`src/rtl/hdr_ecc_pkg.sv`:
```
`timescale 1ns/1ps
package hdr_ecc_pkg;
  localparam int unsigned HDR_W  = 24;
  localparam int unsigned CODE_W = 8;
  localparam int unsigned PAR_W  = 6;
  localparam int unsigned PAD_W  = CODE_W - PAR_W;
  localparam int unsigned COL_SPACE = 1 << PAR_W;

  // Parity column of header bit idx: odd-weight values taken in ascending
  // order, all weight-3 values first, then weight-5 values.
  function automatic logic [PAR_W-1:0] par_column(input int unsigned idx);
    logic [PAR_W-1:0] col;
    logic [PAR_W-1:0] cand;
    int unsigned seen;
    col  = '0;
    seen = 0;
    for (int w = 3; w <= 5; w += 2) begin
      for (int v = 0; v < int'(COL_SPACE); v++) begin
        cand = PAR_W'(v);
        if ($countones(cand) == w) begin
          if (seen == idx) col = cand;
          seen++;
        end
      end
    end
    return col;
  endfunction

  // Header bits contributing to parity bit p.
  function automatic logic [HDR_W-1:0] par_mask(input int unsigned p);
    logic [HDR_W-1:0] m;
    logic [PAR_W-1:0] c;
    m = '0;
    for (int i = 0; i < int'(HDR_W); i++) begin
      c    = par_column(i);
      m[i] = c[p];
    end
    return m;
  endfunction

  // Full code byte for a header.
  function automatic logic [CODE_W-1:0] code_of(input logic [HDR_W-1:0] d);
    logic [CODE_W-1:0] e;
    e = '0;
    for (int p = 0; p < int'(PAR_W); p++) e[p] = ^(d & par_mask(p));
    return e;
  endfunction
endpackage

```
`src/rtl/hdr_ecc_encoder.sv`:
```
`timescale 1ns/1ps
module hdr_ecc_encoder
  import hdr_ecc_pkg::*;
(
  input  logic [HDR_W-1:0]  data_i,
  output logic [CODE_W-1:0] code_o
);
  logic [PAR_W-1:0] par;

  for (genvar p = 0; p < PAR_W; p++) begin : g_par
    localparam logic [HDR_W-1:0] MASK = par_mask(p);
    assign par[p] = ^(data_i & MASK);
  end

  assign code_o = {{PAD_W{1'b0}}, par};
endmodule

```
`src/rtl/hdr_ecc_syndrome.sv`:
```
`timescale 1ns/1ps
module hdr_ecc_syndrome
  import hdr_ecc_pkg::*;
(
  input  logic [HDR_W-1:0]  data_i,
  input  logic [CODE_W-1:0] code_i,
  output logic [CODE_W-1:0] syn_o
);
  logic [CODE_W-1:0] recomputed;

  hdr_ecc_encoder u_recode (
    .data_i (data_i),
    .code_o (recomputed)
  );

  assign syn_o = code_i ^ recomputed;
endmodule

```
`src/rtl/hdr_ecc_classify.sv`:
```
`timescale 1ns/1ps
module hdr_ecc_classify
  import hdr_ecc_pkg::*;
(
  input  logic [CODE_W-1:0] syn_i,
  output logic [HDR_W-1:0]  flip_o,
  output logic              fixed_o,
  output logic              fatal_o
);
  logic             pad_clean;
  logic             par_single;
  logic             any_err;
  logic [PAR_W-1:0] par_syn;

  assign par_syn   = syn_i[PAR_W-1:0];
  assign pad_clean = (syn_i[CODE_W-1:PAR_W] == '0);
  assign any_err   = (syn_i != '0);

  for (genvar i = 0; i < HDR_W; i++) begin : g_hit
    localparam logic [PAR_W-1:0] COL = par_column(i);
    assign flip_o[i] = pad_clean && (par_syn == COL);
  end

  assign par_single = pad_clean && $onehot(par_syn);
  assign fixed_o    = (|flip_o) || par_single;
  assign fatal_o    = any_err && !fixed_o;
endmodule

```
`src/rtl/hdr_ecc_codec.sv`:
```
`timescale 1ns/1ps
module hdr_ecc_codec
  import hdr_ecc_pkg::*;
#(
  parameter bit OUT_REG = 1'b1
)(
  input  logic              clk,
  input  logic              rst_n,
  input  logic [HDR_W-1:0]  enc_data_i,
  output logic [CODE_W-1:0] enc_ecc_o,
  input  logic [HDR_W-1:0]  dec_data_i,
  input  logic [CODE_W-1:0] dec_ecc_i,
  output logic [HDR_W-1:0]  dec_data_o,
  output logic              dec_fixed_o,
  output logic              dec_fatal_o
);
  logic [CODE_W-1:0] enc_code_c;
  logic [CODE_W-1:0] syn_c;
  logic [HDR_W-1:0]  flip_c;
  logic [HDR_W-1:0]  data_c;
  logic              fixed_c;
  logic              fatal_c;

  hdr_ecc_encoder u_enc (
    .data_i (enc_data_i),
    .code_o (enc_code_c)
  );

  hdr_ecc_syndrome u_syn (
    .data_i (dec_data_i),
    .code_i (dec_ecc_i),
    .syn_o  (syn_c)
  );

  hdr_ecc_classify u_cls (
    .syn_i   (syn_c),
    .flip_o  (flip_c),
    .fixed_o (fixed_c),
    .fatal_o (fatal_c)
  );

  assign data_c = dec_data_i ^ flip_c;

  if (OUT_REG) begin : g_reg
    always_ff @(posedge clk or negedge rst_n) begin
      if (!rst_n) begin
        enc_ecc_o   <= '0;
        dec_data_o  <= '0;
        dec_fixed_o <= 1'b0;
        dec_fatal_o <= 1'b0;
      end else begin
        enc_ecc_o   <= enc_code_c;
        dec_data_o  <= data_c;
        dec_fixed_o <= fixed_c;
        dec_fatal_o <= fatal_c;
      end
    end


    out_stage_chk: assert property (@(posedge clk) disable iff (!rst_n)
      $past(rst_n) |-> (dec_data_o == $past(data_c) && enc_ecc_o == $past(enc_code_c)));
  end else begin : g_comb
    assign enc_ecc_o   = enc_code_c;
    assign dec_data_o  = data_c;
    assign dec_fixed_o = fixed_c;
    assign dec_fatal_o = fatal_c;
  end


  flag_excl_chk: assert property (@(posedge clk) disable iff (!rst_n)
    !(dec_fixed_o && dec_fatal_o));


  loopback_clean_chk: assert property (@(posedge clk) disable iff (!rst_n)
    (dec_data_i == enc_data_i && dec_ecc_i == enc_code_c)
      |-> (!fixed_c && !fatal_c && data_c == dec_data_i));


  single_flip_chk: assert property (@(posedge clk) disable iff (!rst_n)
    ($countones(flip_c) <= 1) && ((flip_c != '0) -> fixed_c));


  even_syn_fatal_chk: assert property (@(posedge clk) disable iff (!rst_n)
    (syn_c != '0 && (^syn_c) == 1'b0) |-> (fatal_c && flip_c == '0));


  pad_syn_fatal_chk: assert property (@(posedge clk) disable iff (!rst_n)
    (syn_c[CODE_W-1:PAR_W] != '0) |-> (fatal_c && data_c == dec_data_i));
endmodule

```
`config.mk`:
```
export PLATFORM = sky130hd
export DESIGN_NAME = hdr_ecc_codec
export DESIGN_NICKNAME = d
export VERILOG_FILES = /design/src/rtl/hdr_ecc_pkg.sv /design/src/rtl/hdr_ecc_encoder.sv /design/src/rtl/hdr_ecc_syndrome.sv /design/src/rtl/hdr_ecc_classify.sv /design/src/rtl/hdr_ecc_codec.sv
export SDC_FILE = /design/constraint.sdc
export NUM_CORES = 1
export LEC_CHECK = 0
export ABC_AREA = 0
export BUFFER_PORTS_ARGS = -buffer_cell sky130_fd_sc_hd__buf_2
export CAP_MARGIN = 25
export CORE_MARGIN = 3
export CORE_UTILIZATION = 50
export DETAILED_ROUTE_END_ITERATION = 8
export GPL_TIMING_DRIVEN = 1
export PLACE_DENSITY = 0.8
export RECOVER_POWER = 100
export SYNTH_ARGS = -nofsm -noshare
export SYNTH_HDL_FRONTEND = slang
export SYNTH_SLANG_ARGS = --single-unit
```
`constraint.sdc`:
```
create_clock -name clk -period 0.8 [get_ports clk]
set_input_delay 0.08 -clock clk [delete_from_list [all_inputs] [get_ports clk]]
set_output_delay 0.08 -clock clk [all_outputs]
set_load 0.005 [all_outputs]
```
==> results of run 1 <==
-- routing by layer --
layer | up-vias | share of wire | track usage
li1 | 1107 | - | -
met1 | 1433 | 0.32 | 0.414
met2 | 328 | 0.47 | 0.653
met3 | 120 | 0.12 | 0.0794
met4 | 2 | 0.088 | 0.215
met5 | - | 0.0035 | 0
-- power breakdown --
group | switching, mW | internal (mW)
sequential | 0.106 | 1.92
clock | 0.727 | 1.10
combinational | 7.05 | 5.81
total | 7.89 | 8.83
-- placed cells by master (no fill, tap or decap), drive strengths merged, types with 2 or more instances in the layout --
master	Yosys	final
a41o	2	2
and2	5	5
and3	2	2
buf	5	164
clkbuf	1	8
conb	1	2
dfrtp	32	32
fa	2	2
ha	6	6
inv	8	8
nand2	4	4
nand3	20	20
nor2	8	8
nor3	2	2
o21ai	3	3
xnor2	95	95
xnor3	11	11
xor2	19	19
xor3	3	3
-- path summary, 6_finish.rpt --
| check | cells past startpoint | end | slack (ns) | start |
|---|---|---|---|---|
| max | 16 | dec_fixed_o | -2.39 | dec_data_i[9] |
| min | 2 | dec_data_o[7] | 0.03 | dec_data_i[7] |
| min in group asynchronous | 3 | dec_data_o[6] | 0.39 | rst_n |
| max in group asynchronous | 3 | dec_data_o[13] | 0.09 | rst_n |
-- kinds of logic (layout without fill, tap and decap cells) --
group                      Yosys count  count (layout)  share of synthesized area
other                                1               2                    0.00139
DFF                                 32              32                      0.298
buffers and inverters               14             182                     0.0298
and+or+nand+nor                     43              43                     0.0828
AOI/OAI and AO/OA                   11              11                     0.0358
adders and majority gates            8               8                     0.0428
xor gates and xnor gates           128             128                      0.506
muxes                                1               1                    0.00419
-- what timing repair did --
action,4_1_cts,5_1_grt
hold buffers,1,0
pin swaps,29,14
hold endpoints to repair,32,0
resized for setup,92,61
endpoints found under the setup margin,63,62
setup buffers,9,5
-- sequential cells by signal (all words and copies together) (netlist names) --
name,count
dec_fatal_o,1
dec_data_o,24
enc_ecc_o,6
dec_fixed_o,1
-- metrics by stage --
stage	setup slack (ns)	setup TNS [ns]	std cells
3_5_place_dp	-2.30	-41.56	457
5_1_grt	-2.40	-45.29	477
4_1_cts	-1.90	-34.62	474
6_report	-2.39	-44.79	477
2_1_floorplan	-2.06	-26.75	239
3_3_place_gp	-2.21	-39.78	457
-- cell type report --
class / instances / area (sq um) / share of cell area
sequential: 32 / 801 / 0.163
inverter: 8 / 35.0 / 0.00712
tap: 70 / 87.6 / 0.0178
clock inverter: 1 / 30.0 / 0.00610
multi-input combinational: 193 / 2670 / 0.543
timing repair buffer: 166 / 1200 / 0.243
clock buffer: 7 / 96.3 / 0.0196
-- critical path, cell delays in order --
cell and delay [ns]:
buf_2 0.16, xnor2_1 0.32, xnor3_1 0.43, buf_4 0.16
buf_4 0.14, xor3_2 0.26, nor2_2 0.22, nor2_1 0.13
fa_1 0.42, inv_1 0.12, ha_4 0.15, xnor2_2 0.11
nor4b_2 0.08, a41oi_2 0.18, o2111ai_2 0.15, or2_1 0.26
==> summary.txt, run 1 <==
STA
  – Fin crit period: around 3.2 ns
  – Max Clock Freq: 314 MHz
  – Setup ws final: -2.39 ns
  – Period utilization: 3.99
  – Worst hold slack: between 0.03 and 0.04 ns
  – Max-slew violations: 0
  – Setup violators final: 64
  – RSZ-0062 raised after global routing: true
  – Hold Fails Final Rpt: 0

Placed design
  – Post-DP HPWL: between 5000 and 6000 microns
  – RD Place Congestion: between 0.8 and 0.9
  – Placement Cell Area: 3900 sq um
  – IO Port Bufs: 89

CTS
  – CTS sink count: 32
  – Clock Tree Buf Depth: 2
  – Max H-tree Level: 2
  – CTS tree: built
  – Worst-path clk slew: about 0.09 ns
  – Root Driver: clkbuf_8
  – Num CTS Buffers: 5

Critical path
  – Worst-path maximum fanout: 3
  – Critical Path Sink Type: flop
  – Required @ worst endpoint: 1.00 ns
  – Worst path arrival time: 3.38 ns
  – Setup CP Type: in2reg
  – Worst setup SP type: input pin

Cells and area
  – Nets@finish: between 400 and 500
  – Fillers: around 120
  – Post-route cell area: between 4000 and 5000 sq um
  – Layout cells sized above 1: 0.715
  – N_diodes: 0
  – Area grow syn2layout: 82.9%
  – Final core occ: 0.957

Logic synthesis
  – Post-synth top cells: 93 x xnor2_1, 32 x dfrtp_1, 20 x nand3_1, 17 x xor2_1
  – Post-Syn Instances: 238
  – Synthesized area: around 2700 sq um
  – Ys Warns: 0
  – Post-synthesis register bit count: 32
  – Post-synth EDFFs: 0
  – Most numerous cell in the Yosys netlist: xnor2_1
  – Synth top area share: 0.303
  – Synth Flop Type: dfrtp_1
  – Syn Area/Cell: about 11 sq um
  – Synth async-reset ratio: 1.00
  – Ranking of synthesized cells by area: xnor2_1 30%, dfrtp_1 30%, xnor3_1 6.7%
  – Yosys top cell by area: xnor2_1
  – Sequential area share after synthesis: 0.298
  – Distinct cell type count after synthesis: 39

Detailed routing
  – DRC violations left: 0
  – Remaining antenna violation count: 0
  – Routed WL: 14,800 microns
  – Iteration count of the initial detailed-routing pass: 5
  – Via count: roughly 3,000
  – Routed WL per cell: slightly above 30 microns
  – Starting DRC count in detailed routing: 460
  – Vias/cell: 6.27

GRT
  – Largest net degree at the start of global routing: 33
  – Grt ovf: 0
  – Overall Global Routing Usage: 0.372
  – Initial antenna violation count: 0
  – First-pass GRT wire length: 17,000 microns
  – Number of global-route vias before repair: 2,908

Floorplan
  – I/O pin total: a little over 90
  – Core area: 5140 sq um
  – DIE AREA: roughly 6300 sq um
  – Die Ht: ~80 microns
  – Initial Utilization: 0.523
  – Site Rows: 26
  – Die width: around 79 microns

Pwr
  – Tot Pwr: 16.7 mW
  – Worst vdd ir: around 0.0053 V
  – Lkg Pwr: ~2.3 nW
  – PwrDens: 3400 nW/um^2

Run status
  – Failing checks: setup timing
  – Status: finished with violations

Flow run
  – Max_cap viols: 0

Min path
  – Hold crit path type: in2reg
No activity file was read; power rests on OpenSTA's default activity.
==> run 2: changes to the inputs <==
- MAX_ROUTING_LAYER: default -> met4
==> run 2 against run 1 <==
The flow still finishes with violations (setup timing). Cell count decreased by 0.63%. Clock power decreased by 12%. Design area decreased by 4.4%. Critical path type unchanged. Critical endpoint unchanged. Power decreased by 12%. Highest routed layer is now met4. Global-route usage decreased by 5.5 points. Via count decreased by 9.7%.
==> summary.txt, run 2 (synthesis gave the netlist of run 1 again) <==
Run status
  – Status: finished with violations
  – Failing checks: setup timing

Critical path
  – Worst path cell trace: buf_2, xnor2_1, xnor3_1, xnor3_4, nor2_4, inv_2, fa_1, inv_1, ha_2, xnor2_2, nor4b_2, a41oi_2, o2111ai_2, or2_1
  – Critical Path Sink Type: flop
  – Setup CP Type: in2reg
  – Required @ worst endpoint: 0.99 ns (about the same)
  – Critical Path Max Stage Delay: 0.47 ns (+0.04 ns)
  – Worst path arrival time: 3.07 ns (-0.31 ns)
  – Worst setup SP type: input pin
  – CP max-delay cell: fa_1
  – Worst-path maximum fanout: 4 (+1)

Detailed routing
  – Iteration count of the initial detailed-routing pass: 5 (unchanged)
  – Starting DRC count in detailed routing: 175 (-62%)
  – Routed WL: 11,700 microns (-21%)
  – Via count: 2,699 (-9.7%)
  – Routed WL per cell: 24.6 microns (-21%)
  – Vias/cell: 5.69 (-9.2%)
  – DRC violations left: 0 (unchanged)
  – Remaining antenna violation count: 0 (unchanged)

Placed design
  – RD Place Congestion: 0.868 (-3.4%)
  – Dpl cells: 455 (-0.44%)
  – Worst slack at placement: -2.29 ns (+0.00675 ns)
  – Post-DP HPWL: 5660 microns (-3.5%)
  – IO Port Bufs: 89 (unchanged)
  – Placement Cell Area: 3880 sq um (-0.39%)

Cells and area
  – Post-route cell area: 4700 sq um (-4.4%)
  – Fillers: 179 (+52%)
  – Area grow syn2layout: 74.8%
  – Largest register by flop count: dec_data_o
  – Leading cell types in the layout, fill and taps excluded: 76 x buf_2, 65 x buf_4, 52 x xnor2_1
  – Non-filler cells, final: 474 (-0.63%)
  – Layout cells sized above 1: 0.679 (-0.0359)
  – Reg area: 801 sq um (unchanged)
  – Most common cell after layout, fill and taps aside: buf_2
  – Final core occ: 0.915 (-0.0424)
  – Max FFs per register: 24 (unchanged)
  – Largest registers: dec_data_o (24), enc_ecc_o (6)
  – Nets@finish: 467 (-1.1%)
  – Multi-input gate area: 2560 sq um (-4.2%)

GRT
  – First-pass GRT wire length: 14,100 microns (-17%)
  – Largest net degree at the start of global routing: 33 (unchanged)
  – Overall Global Routing Usage: 0.317 (-0.0553)
  – Grt ovf: 0 (unchanged)
  – Number of global-route vias before repair: 2,599 (-11%)
  – Initial antenna violation count: 2 (+2)

Floorplan
  – I/O pin total: 92 (unchanged)
  – Initial Utilization: 0.523 (unchanged)
  – Die Ht: 79.4 microns (unchanged)
  – DIE AREA: 6300 sq um (unchanged)
  – Site Rows: 26 (unchanged)
  – Die width: 79.4 microns (unchanged)
  – Core area: 5140 sq um (unchanged)

STA
  – Final setup TNS: -38.97 ns (+5.82 ns)
  – Max-slew violations: 0 (unchanged)
  – Period utilization: 3.60 (-0.387)
  – Setup violators final: 63 (-1.6%)
  – Max Clock Freq: 347 MHz (+11%)
  – RSZ-0062 raised after global routing: true
  – Worst hold slack: 0.0463 ns (+0.0123 ns)
  – Setup ws final: -2.08 ns (+0.309 ns)
  – Fin crit period: 2.88 ns (-0.309 ns)
  – Hold Fails Final Rpt: 0 (unchanged)

Flow run
  – Max_cap viols: 0 (unchanged)

Min path
  – Hold path depth: 2 (unchanged)
  – Min-delay src: dec_data_i[1]
  – Hold worst-path end: dec_data_o[1]
  – Hold crit path type: in2reg

Pwr
  – Tot Pwr: 14.8 mW (-12%)
  – PwrDens: 3140 nW/um^2 (-7.4%)
  – Worst vdd ir: 0.00326 V (-39%)
  – Lkg Pwr: 2.18 nW (-4.1%)

CTS
  – CTS tree: built
  – Worst-path clk slew: 0.08 ns (about the same)
  – CTS sink count: 32 (unchanged)
  – Num CTS Buffers: 5 (unchanged)
  – Max H-tree Level: 2 (unchanged)
  – Root Driver: clkbuf_8
  – Clock Tree Buf Depth: 2 (unchanged)
-- run 2: changes by cell type in the layout (fill, tap and decap cells not counted), moves of 3 or more --
cell	previous run	this run
nand3_1	1	4
buf_4	62	65
xnor2_1	45	52
xnor2_4	10	7
buf_6	21	11
xnor2_2	40	36
-- run 2: cell type report --
class,count,share of cell area
clock buffers,6,0.0154
well taps,70,0.0186
clock inverters,2,0.00745
multi-input cells,193,0.545
inverters,8,0.00639
diodes,2,0.00106
flip-flops and latches,32,0.170
repair buffers,161,0.236
-- run 2: critical path: cells and delay by family --
family	cells	cell delay [ns]
xor gates and xnor gates	4	1.24
AOI/OAI and AO/OA	2	0.31
buffers and inverters	3	0.28
and+or+nand+nor	3	0.51
adders and majority gates	2	0.65
-- run 2: metal layers --
metal,vias up,wire [microns],global-route usage
met5,-,0,-
met3,84,1010,0.0669
met4,0,926,0.153
li1,1094,-,-
met1,1309,3700,0.348
met2,212,6040,0.547
-- run 2: worst max-delay path by stage --
stage              startpoint     endpoint  slack (ns)  depth (start not counted)
6_report        dec_data_i[9]  dec_fixed_o       -2.08                         14
5_1_grt         dec_data_i[9]  dec_fixed_o       -2.14                         14
4_1_cts        dec_data_i[13]  dec_fixed_o       -1.90                         15
3_5_place_dp   dec_data_i[18]  dec_fixed_o       -2.29                         14
3_3_place_gp   dec_data_i[18]  dec_fixed_o       -2.21                         14
2_1_floorplan  dec_data_i[22]  dec_fixed_o       -2.06                         13
-- run 2: timing repair --
| item | 4_1_cts | 5_1_grt |
|---|---|---|
| setup endpoints to repair | 62 | 63 |
| hold buffers | 1 | 0 |
| hold endpoints to repair | 32 | 0 |
| buffers inserted | 4 | 4 |
| gates resized for setup | 72 | 51 |
| pin swaps | 17 | 12 |
-- run 2: power by group --
| part | total [mW] | switching (mW) | internal [mW] |
|---|---|---|---|
| combinational | 11.2 | 6.03 | 5.13 |
| sequential | 2.01 | 0.0910 | 1.92 |
| clock | 1.61 | 0.684 | 0.925 |
==> run 3: changes to the inputs <==
- BUFFER_PORTS_ARGS: -buffer_cell sky130_fd_sc_hd__buf_2 -> -buffer_cell sky130_fd_sc_hd__clkbuf_2
==> run 3 against run 2 <==
Synthesized cell count is the same. Synthesized area is the same. The run now fails in 5_1_grt.
==> summary.txt, run 3 <==
Run status
  – Status: stopped before the end
  – Failing step: 5_1_grt
  – Tool error message: [ERROR DPL-0038] Utilization greater than 100%, impossible to legalize

Floorplan
  – Die width: 79.4 microns (unchanged)
  – Die Ht: 79.4 microns (unchanged)
  – I/O pin total: 92 (unchanged)
  – Initial Utilization: 0.523 (unchanged)
  – Site Rows: 26 (unchanged)

CTS
  – Num CTS Buffers: 5 (unchanged)
  – Clock Tree Buf Depth: 2 (unchanged)
  – CTS sink count: 32 (unchanged)
  – Max H-tree Level: 2 (unchanged)
  – Root Driver: clkbuf_8

GRT
  – Largest net degree at the start of global routing: 23

STA
  – Worst EP Category: register data pin
  – Worst endpoint, post-GRT repair: dec_fixed_o$_DFF_PN0_/D

Logic synthesis
  – Distinct cell type count after synthesis: 39 (unchanged)
  – Syn Area/Cell: 11.3 sq um (unchanged)
  – Ranking of synthesized cells by area: xnor2_1 30%, dfrtp_1 30%, xnor3_1 6.7%
  – Post-synth EDFFs: 0 (unchanged)
  – Most numerous cell in the Yosys netlist: xnor2_1
  – Post-Syn Instances: 238 (unchanged)
  – Sequential area share after synthesis: 0.298 (unchanged)
  – Synth async-reset ratio: 1.00 (unchanged)
  – Synth top area share: 0.303 (unchanged)
  – Yosys top cell by area: xnor2_1
  – Post-synthesis register bit count: 32 (unchanged)
  – Synthesized area: 2690 sq um (unchanged)
  – Post-synth top cells: 93 x xnor2_1, 32 x dfrtp_1, 20 x nand3_1, 17 x xor2_1
  – Ys Warns: 0 (unchanged)
  – Synth Flop Type: dfrtp_1

Placed design
  – IO Port Bufs: 89 (unchanged)
  – RD Place Congestion: 0.900 (+3.7%)
  – Post-DP HPWL: 5840 microns (+3.2%)
  – Dpl cells: 458 (+0.66%)
run 3: cell counts after synthesis:
Identical to the previous run, type by type.
run 3: logic make-up after synthesis:
family	Yosys count	share of synthesized area
XOR/XNOR	128	0.506
AND/OR/NAND/NOR	43	0.0828
flip-flops	32	0.298
buffers and inverters	14	0.0298
AO/OA/AOI/OAI	11	0.0358
adder cells (fa/ha/maj)	8	0.0428
other	1	0.00139
multiplexers	1	0.00419
run 3: per-stage QoR:
step                hold slack (ns)  instance area (sq um)  TNS [ns]  setup slack, ns  utilization
global placement            -0.0230                   3900    -40.61            -2.20        0.759
detailed placement          -0.0116                   3900    -41.61            -2.28        0.759
floorplan                    -0.216                   2920    -26.75            -2.06            -
CTS                          0.0388                   4650    -32.24            -1.96        0.904
run 3: repair_timing:
action	4_1_cts
cloned	0
resized for setup	96
hold endpoints to repair	32
buffers inserted	12
setup endpoints to repair	63
pin swaps	32
hold buffers	1
==> run 4: changes to the inputs <==
- CORE_UTILIZATION: 50 -> 35
- MAX_ROUTING_LAYER: met4 -> default
- PLACE_DENSITY: 0.8 -> default
- PLACE_DENSITY_LB_ADDON: default -> 0.15
==> run 4 against run 3 <==
The flow now finishes, with violations (setup timing).
==> summary.txt, run 4 (synthesis gave the netlist of run 1 again) <==
Cells and area
  – Non-filler cells, final: approximately 520
  – Nets@finish: 485
  – Post-route cell area: 4840 sq um
  – Largest register by flop count: dec_data_o
  – N_diodes: 0
  – Layout cells sized above 1: 0.679
  – Most common cell after layout, fill and taps aside: clkbuf_2
  – Area grow syn2layout: 79.9%
  – Largest registers: dec_data_o (24), enc_ecc_o (6)
  – Max FFs per register: 24
  – Leading cell types in the layout, fill and taps excluded: 73 x clkbuf_2, 72 x buf_4, 54 x xnor2_1

Critical path
  – Worst setup SP type: input pin
  – Setup CP Type: in2reg
  – Critical Path Sink Type: flop
  – Critical Path Max Stage Delay: ~0.49 ns
  – Required @ worst endpoint: roughly 0.97 ns
  – CP max-delay cell: fa_1
  – Worst-path maximum fanout: 3
  – Worst path cell trace: buf_8, buf_6, xnor2_2, xnor3_1, buf_4, xnor3_4, nor2_4, inv_2, fa_1, inv_2, ha_4, xnor2_2, nor4b_2, a41oi_2, o2111ai_2, buf_4, nor3_2
  – Worst path arrival time: between 2 and 3 ns

Min path
  – Hold crit path type: in2reg

GRT
  – Largest net degree at the start of global routing: 33
  – Overall Global Routing Usage: 0.161
  – Grt ovf: 0
  – Initial antenna violation count: 0
  – Number of global-route vias before repair: ~2,300
  – First-pass GRT wire length: about 11,000 microns

CTS
  – Root Driver: clkbuf_8
  – Max H-tree Level: 2 (unchanged)
  – Clock Tree Buf Depth: 2 (unchanged)
  – Num CTS Buffers: 5 (unchanged)
  – CTS tree: built
  – CTS sink count: 32 (unchanged)
  – Worst-path clk slew: approximately 0.07 ns

Pwr
  – Flop pwr share: 0.134
  – Switching Share: 0.398
  – Pint: just under 9 mW
  – PwrDens: between 3000 and 4000 nW/um^2
  – Psw: 5.92 mW
  – Clk pwr share: 0.115
  – Worst vdd ir: roughly 0.0016 V
  – Lkg Pwr: 2.28 nW
  – Power share of the combinational group: 0.751
  – Tot Pwr: 14.9 mW

Detailed routing
  – Routed WL per cell: 14.6 microns
  – Routed WL: around 7600 microns
  – Via count: about 2,300
  – DRC violations left: 0
  – Remaining antenna violation count: 0
  – Vias/cell: between 4 and 5
  – Iteration count of the initial detailed-routing pass: 4
  – Starting DRC count in detailed routing: 80

STA
  – Max-slew violations: 0
  – Setup violators final: just under 60
  – RSZ-0062 raised after global routing: true
  – Max Clock Freq: about 360 MHz
  – Hold Fails Final Rpt: 0
  – Period utilization: 3.46
  – Fin crit period: approximately 2.8 ns
  – Setup ws final: -1.96 ns

Floorplan
  – Site Rows: 31 (+19%)
  – Core area: 7370 sq um
  – Initial Utilization: 0.365 (-0.158)
  – Die width: 93.7 microns (+18%)
  – DIE AREA: about 8800 sq um
  – I/O pin total: 92 (unchanged)
  – Die Ht: 93.7 microns (+18%)

Flow run
  – Max_cap viols: 0

Placed design
  – RD Place Congestion: 0.867 (-3.6%)
  – IO Port Bufs: 89 (unchanged)
  – Dpl cells: 489 (+6.8%)
  – Post-DP HPWL: 5690 microns (-2.7%)
  – Placement Cell Area: 3960 sq um (+1.3%)

Run status
  – Failing checks: setup timing
  – Status: finished with violations
run 4: metrics by stage:
step | utilization | setup slack (ns) | hold slack, ns | setup TNS, ns
floorplan | - | -2.06 | -0.216 | -26.75
global placement | 0.537 | -2.21 | 0.0499 | -40.93
detailed placement | 0.537 | -2.30 | 0.0506 | -42.11
CTS | 0.575 | -1.93 | 0.0382 | -32.03
global route | 0.657 | -2.05 | 0.0480 | -34.71
finish | 0.657 | -1.96 | 0.0520 | -31.84
run 4: power by group through the flow:
stage          Sequential (mW)  Clock [mW]  Combinational [mW]
2_1_floorplan             2.06           0                5.26
3_3_place_gp              2.03           0                8.15
3_5_place_dp              2.04           0                8.24
4_1_cts                   2.01        1.75                8.72
5_1_grt                   2.02        1.84                11.9
6_report                  2.00        1.71                11.2
run 4: area by class of cell:
type,count,area [sq um]
inverters,8,30.0
clock buffers,7,96.3
fillers,574,2530
repair buffers,179,1300
clock inverters,1,30.0
flip-flops and latches,32,801
multi-input cells,193,2460
well taps,99,124
run 4: worst paths after layout:
kind / startpoint / to / slack [ns] / cells after the start
min in group asynchronous: rst_n / dec_data_o[19] / 0.39 / 3
min: dec_data_i[1] / dec_data_o[1] / 0.05 / 2
max in group asynchronous: rst_n / dec_data_o[17] / 0.10 / 3
max: dec_data_i[11] / dec_fatal_o / -1.96 / 17
run 4: routing by layer:
layer  up-vias  global-route usage  wire, microns
met2        73               0.291           4210
li1       1129                   -              -
met3        11              0.0232            357
met5         -                   0              0
met1      1120               0.196           2810
met4         0              0.0517            196
run 4: critical path, delay by kind of cell:
| family | cells | cell delay (ns) |
|---|---|---|
| XOR/XNOR | 4 | 1.01 |
| AND/OR/NAND/NOR | 3 | 0.45 |
| adder cells (fa/ha/maj) | 2 | 0.65 |
| AO/OA/AOI/OAI | 2 | 0.14 |
| buffers and inverters | 6 | 0.59 |
run 4: what timing repair did:
item,CTS,global route
endpoints found under the setup margin,61,64
pin swaps,8,43
hold endpoints to repair,32,0
hold buffers,1,0
setup buffers,3,22
gates resized for setup,20,111
